### src/rtl/ocPkg.sv
package ocPkg;
  // Carry ring arrangement
  typedef enum logic {
    RING_FLAT   = 1'b0,
    RING_SLICED = 1'b1
  } ringStyleE;
endpackage

### src/rtl/ocGenProp.sv
module ocGenProp #(
  parameter int WIDTH = 16
) (
  input  logic [WIDTH-1:0] opA,
  input  logic [WIDTH-1:0] opB,
  output logic [WIDTH-1:0] gen,
  output logic [WIDTH-1:0] prop
);
  // Generate: both bits set. Propagate: either bit set (the OR form is
  // safe because generate dominates whenever both are high).
  for (genvar i = 0; i < WIDTH; i++) begin : gBit
    assign gen[i]  = opA[i] & opB[i];
    assign prop[i] = opA[i] | opB[i];
  end
endmodule

### src/rtl/ocFlatRing.sv
module ocFlatRing #(
  parameter int WIDTH = 16
) (
  input  logic [WIDTH-1:0] gen,
  input  logic [WIDTH-1:0] prop,
  output logic [WIDTH-1:0] cin
);
  // Carry into position j: walk backwards around the ring through every
  // other position (and finally j itself), OR-ing each generate that can
  // reach j through an unbroken run of propagates.
  always_comb begin
    logic acc;
    logic run;
    int   idx;
    cin = '0;
    for (int j = 0; j < WIDTH; j++) begin
      acc = 1'b0;
      run = 1'b1;
      for (int m = 1; m <= WIDTH; m++) begin
        idx = (j - m + WIDTH) % WIDTH;
        acc = acc | (run & gen[idx]);
        run = run & prop[idx];
      end
      cin[j] = acc;
    end
  end
endmodule

### src/rtl/ocSliceRing.sv
module ocSliceRing #(
  parameter int WIDTH = 16,
  parameter int SLICE = 4
) (
  input  logic [WIDTH-1:0] gen,
  input  logic [WIDTH-1:0] prop,
  output logic [WIDTH-1:0] cin
);
  localparam int NSLICE = WIDTH / SLICE;

  if (WIDTH % SLICE != 0) begin : gBadWidth
    $error("ocSliceRing: WIDTH must be a multiple of SLICE");
  end

  logic [NSLICE-1:0] grpGen;
  logic [NSLICE-1:0] grpProp;
  logic [NSLICE-1:0] grpCin;

  // Slice-level generate and propagate
  always_comb begin
    logic gg;
    logic pp;
    grpGen  = '0;
    grpProp = '0;
    for (int k = 0; k < NSLICE; k++) begin
      gg = 1'b0;
      pp = 1'b1;
      for (int i = 0; i < SLICE; i++) begin
        gg = gen[k*SLICE+i] | (prop[k*SLICE+i] & gg);
        pp = pp & prop[k*SLICE+i];
      end
      grpGen[k]  = gg;
      grpProp[k] = pp;
    end
  end

  // Ring across slices
  ocFlatRing #(.WIDTH(NSLICE)) uGroupRing (
    .gen  (grpGen),
    .prop (grpProp),
    .cin  (grpCin)
  );

  // Resolve bits inside each slice from the slice carry-in
  always_comb begin
    logic c;
    cin = '0;
    for (int k = 0; k < NSLICE; k++) begin
      c = grpCin[k];
      for (int i = 0; i < SLICE; i++) begin
        cin[k*SLICE+i] = c;
        c = gen[k*SLICE+i] | (prop[k*SLICE+i] & c);
      end
    end
  end
endmodule

### src/rtl/ocRingAdder.sv
module ocRingAdder #(
  parameter int               WIDTH = 16,
  parameter int               SLICE = 4,
  parameter ocPkg::ringStyleE STYLE = ocPkg::RING_SLICED
) (
  input  logic [WIDTH-1:0] opA,
  input  logic [WIDTH-1:0] opB,
  output logic [WIDTH-1:0] sum
);
  logic [WIDTH-1:0] gen;
  logic [WIDTH-1:0] prop;
  logic [WIDTH-1:0] carryIn;

  ocGenProp #(.WIDTH(WIDTH)) uGp (
    .opA  (opA),
    .opB  (opB),
    .gen  (gen),
    .prop (prop)
  );

  if (STYLE == ocPkg::RING_SLICED) begin : gSliced
    ocSliceRing #(.WIDTH(WIDTH), .SLICE(SLICE)) uRing (
      .gen  (gen),
      .prop (prop),
      .cin  (carryIn)
    );
  end else begin : gFlat
    ocFlatRing #(.WIDTH(WIDTH)) uRing (
      .gen  (gen),
      .prop (prop),
      .cin  (carryIn)
    );
  end

  assign sum = opA ^ opB ^ carryIn;

  // Checks on settled combinational values
  always_comb begin
    logic [WIDTH:0] wide;
    wide = {1'b0, opA} + {1'b0, opB};
    // ring carry into bit 0 matches the binary add's carry-out
    a_r2_wrap_carry: assert (carryIn[0] == wide[WIDTH]);
    // complement pair gives negative zero
    if (opA == ~opB) begin
      a_r3_neg_zero: assert (sum == {WIDTH{1'b1}});
    end
    // adding positive zero is identity
    if (opB == '0) begin
      a_r4_add_zero: assert (sum == opA);
    end
    // negative zero plus nonzero word returns that word
    if (opA == {WIDTH{1'b1}} && opB != '0) begin
      a_r5_add_negzero: assert (sum == opB);
    end
    // all-zero result only from two zero operands
    if (sum == '0) begin
      a_r6_pos_zero: assert (opA == '0 && opB == '0);
    end
  end
endmodule

### config.mk
export PLATFORM = sky130hd
export DESIGN_NAME = ocRingAdder
export DESIGN_NICKNAME = d
export VERILOG_FILES = /design/src/rtl/ocPkg.sv /design/src/rtl/ocGenProp.sv /design/src/rtl/ocFlatRing.sv /design/src/rtl/ocSliceRing.sv /design/src/rtl/ocRingAdder.sv
export SDC_FILE = /design/constraint.sdc
export NUM_CORES = 1
export LEC_CHECK = 0
export CELL_PAD_IN_SITES_DETAIL_PLACEMENT = 0
export CELL_PAD_IN_SITES_GLOBAL_PLACEMENT = 1
export CORE_ASPECT_RATIO = 1.25
export CORE_MARGIN = 3
export CORE_UTILIZATION = 34
export DETAILED_ROUTE_END_ITERATION = 8
export PLACE_DENSITY_LB_ADDON = 0.1
export SYNTH_ARGS = -nofsm -noshare
export SYNTH_HDL_FRONTEND = slang
export SYNTH_SLANG_ARGS = --single-unit
### constraint.sdc
create_clock -name vclk -period 4.4
set_clock_uncertainty 0.05 [all_clocks]
set_input_delay 0.66 -clock vclk [all_inputs]
set_output_delay 0.66 -clock vclk [all_outputs]
set_load 0.01 [all_outputs]
==> parameters.txt <==
Parameter                              Value

Outcome
  Run status    completed

Power
  VDD IR max    0.07603 mV
  Register share of total power    0
  Pwr Total    0.2231 mW
  Power share of the clock group    0
  Pwr per Cell Area    121.5 mW/mm²
  Total internal power    0.1269 mW
  Psw    0.09615 mW
  Pleak    0.9772 nW
  Gate power share    1.000
  Switching fraction of total power    0.4310

STA
  Tightest hold margin    2.020 ns
  Slew Limit Headroom    0.7297
  Worst Max-Slew Pin Slew    0.4021 ns
  Final setup violation count    0
  Final period util    0.9726
  PnR worst setup slack    0.1208 ns
  Maximum operating frequency    233.7 MHz
  Number of slew-limit violations in the final report    0
  Final worst path period need    4.279 ns
  Final number of hold-violating endpoints    0
  Post-route setup TNS    0 ns

Synth
  Post-synth top area cell    sky130_fd_sc_hd__ha_1
  Synth cell types    15
  Portion of synthesized cell area occupied by the leading cell type    0.3869
  Sequential share of the synthesized area    0
  Top area cells in the synthesized netlist    sky130_fd_sc_hd__ha_1, sky130_fd_sc_hd__fa_1, sky130_fd_sc_hd__inv_1
  Synth Warn #    0
  Synth cell count leaders    sky130_fd_sc_hd__inv_1, sky130_fd_sc_hd__ha_1, sky130_fd_sc_hd__fa_1, sky130_fd_sc_hd__a21oi_1
  Synthesized netlist net count    192
  Cell with the most instances after synthesis    sky130_fd_sc_hd__inv_1
  Mean cell area of the mapped netlist    8.920 µm²
  Post-Synthesis Cells    116
  Syn Std Cell Area    0.001035 mm²

Detailed routing
  # DRC    0
  Count of TritonRoute iterations in the first routing pass    4
  Iteration-0 DRC Markers    12
  Count of vias placed by the detailed router    1043
  Routed WL    2554 µm
  Via density per instance    4.457
  DR WL/cell    10.91 µm
  ANT nets after route    0

Final layout
  Final standard cell count with taps included and fillers excluded    234
  Post-route cell area    0.001836 mm²
  Layout clock buffers    0
  Proportion of layout cells with a drive suffix above 1    0.3000
  Final net count    278
  Final sequential cell count    0
  # diodes    0
  Area grow syn2layout    77.39%
  Flip-flop and latch area    0 µm²
  Post-Route Utilization    0.6590

Die
  Core region area    0.002785 mm²
  Die area    0.003745 mm²
  Initial standard-cell utilization of the core    0.3715
  Die height    67.68 µm
  I/O pin count    48
  Die boundary width    55.34 µm
  Number of rows in the core area    21

GRT
  Antenna violations before repair    0
  Vias in the first global route    1148
  Largest net degree at the start of global routing    5
  Wire length of the first global-routing pass    4381 µm
  Overflow after GRT    0
  Global routing usage summed across all routing layers    0.1378

Hold path
  Min-delay src    opA[13]
  Hold-critical path depth    5
  Path class of the lowest-slack min-delay path    in2out
  Worst hold endpoint    sum[14]

Critical path
  Cell type of the slowest stage on the worst timing path    sky130_fd_sc_hd__clkdlybuf4s50_1
  Max stage delay on crit path    0.49 ns
  Largest fanout on the critical path    2
  Category of the worst setup path launch point    primary input
  Critical path class    in2out
  CP Cell Sequence    clkdlybuf4s50_1 > inv_1 > ha_1 > buf_4 > o31ai_1 > a21oi_2 > buf_4 > buf_4 > o21ai_1 > fa_2 > fa_2 > clkdlybuf4s50_1
  Capturing element type of the critical path    output pin
  Required time at the endpoint of the critical path    3.69 ns
  Crit path DAT    3.57 ns
  Cell type with the highest occurrence count on the critical path    sky130_fd_sc_hd__buf_4

Placed design
  Number of input and output port buffers inserted    48
  Total placed cells including tap cells    231
  Estimated wirelength of the detail-placed design    2371 µm
  Dpl cell area    0.001805 mm²
  Final estimated routing congestion in global placement    0.6903
  Post-Place Worst Slack    -0.3068 ns

Run
  Max-cap check violation count    0
-- placed cells by master, fill, tap and decap left out, types with 2 or more instances in the layout --
cell	n
sky130_fd_sc_hd__a41oi_1	2
sky130_fd_sc_hd__o21ai_1	4
sky130_fd_sc_hd__clkdlybuf4s50_1	38
sky130_fd_sc_hd__fa_2	5
sky130_fd_sc_hd__clkbuf_2	5
sky130_fd_sc_hd__a21oi_1	5
sky130_fd_sc_hd__dlygate4sd2_1	2
sky130_fd_sc_hd__o31ai_1	2
sky130_fd_sc_hd__nand2_1	2
sky130_fd_sc_hd__ha_1	31
sky130_fd_sc_hd__xor2_1	4
sky130_fd_sc_hd__nor4_2	2
sky130_fd_sc_hd__nor4_4	2
sky130_fd_sc_hd__fa_1	7
sky130_fd_sc_hd__dlymetal6s2s_1	2
sky130_fd_sc_hd__a21oi_2	5
sky130_fd_sc_hd__inv_1	40
sky130_fd_sc_hd__o31ai_2	2
sky130_fd_sc_hd__buf_4	36
-- power groups by stage --
stage | combinational (mW) | sequential (mW) | clock (mW)
finish | 0.223 | 0 | 0
global route | 0.246 | 0 | 0
CTS | 0.226 | 0 | 0
detailed placement | 0.231 | 0 | 0
global placement | 0.223 | 0 | 0
floorplan | 0.0965 | 0 | 0
-- repair_timing --
item	4_1_cts	5_1_grt
buffers inserted	2	1
pin swaps	1	2
endpoints found under the setup margin	8	8
resized for setup	13	21
hold buffers	0	0
-- worst max path at each step --
stage | cells after the start | startpoint | endpoint | slack (ns)
after CTS | 14 | opB[13] | sum[7] | 0.01
after floorplan | 11 | opA[7] | sum[7] | 0.85
after global routing | 13 | opA[15] | sum[13] | -0.002
after detailed placement | 13 | opB[5] | sum[3] | -0.31
final | 12 | opA[3] | sum[13] | 0.12
after global placement | 13 | opA[13] | sum[11] | -0.25
-- routing by layer --
layer | track usage | vias to the layer above | share of wire
met1 | 0.1345 | 504 | 0.31
li1 | - | 517 | -
met2 | 0.3210 | 22 | 0.65
met4 | 0 | 0 | 0
met3 | 0.01147 | 0 | 0.040
met5 | 0 | - | 0
-- worst max-delay path: cells and delay by family --
family / cells / cell delay [ns]
AO/OA/AOI/OAI: 3 / 0.62
buffers and inverters: 6 / 1.44
adder cells (fa/ha/maj): 3 / 0.85
-- area by class of cell --
cell class,instances,area [µm²]
fillers,259,949.7
inverters,42,157.7
multi-input cells,74,912.1
well taps,34,42.54
repair buffers,84,723.2
-- kinds of logic after synthesis --
group	Yosys count	synth area share
AO/OA/AOI/OAI	20	0.1221
adder cells (fa/ha/maj)	44	0.6191
buffers and inverters	42	0.1523
XOR/XNOR	4	0.03385
AND/OR/NAND/NOR	6	0.07255
Power figures use the tool's default switching activity.
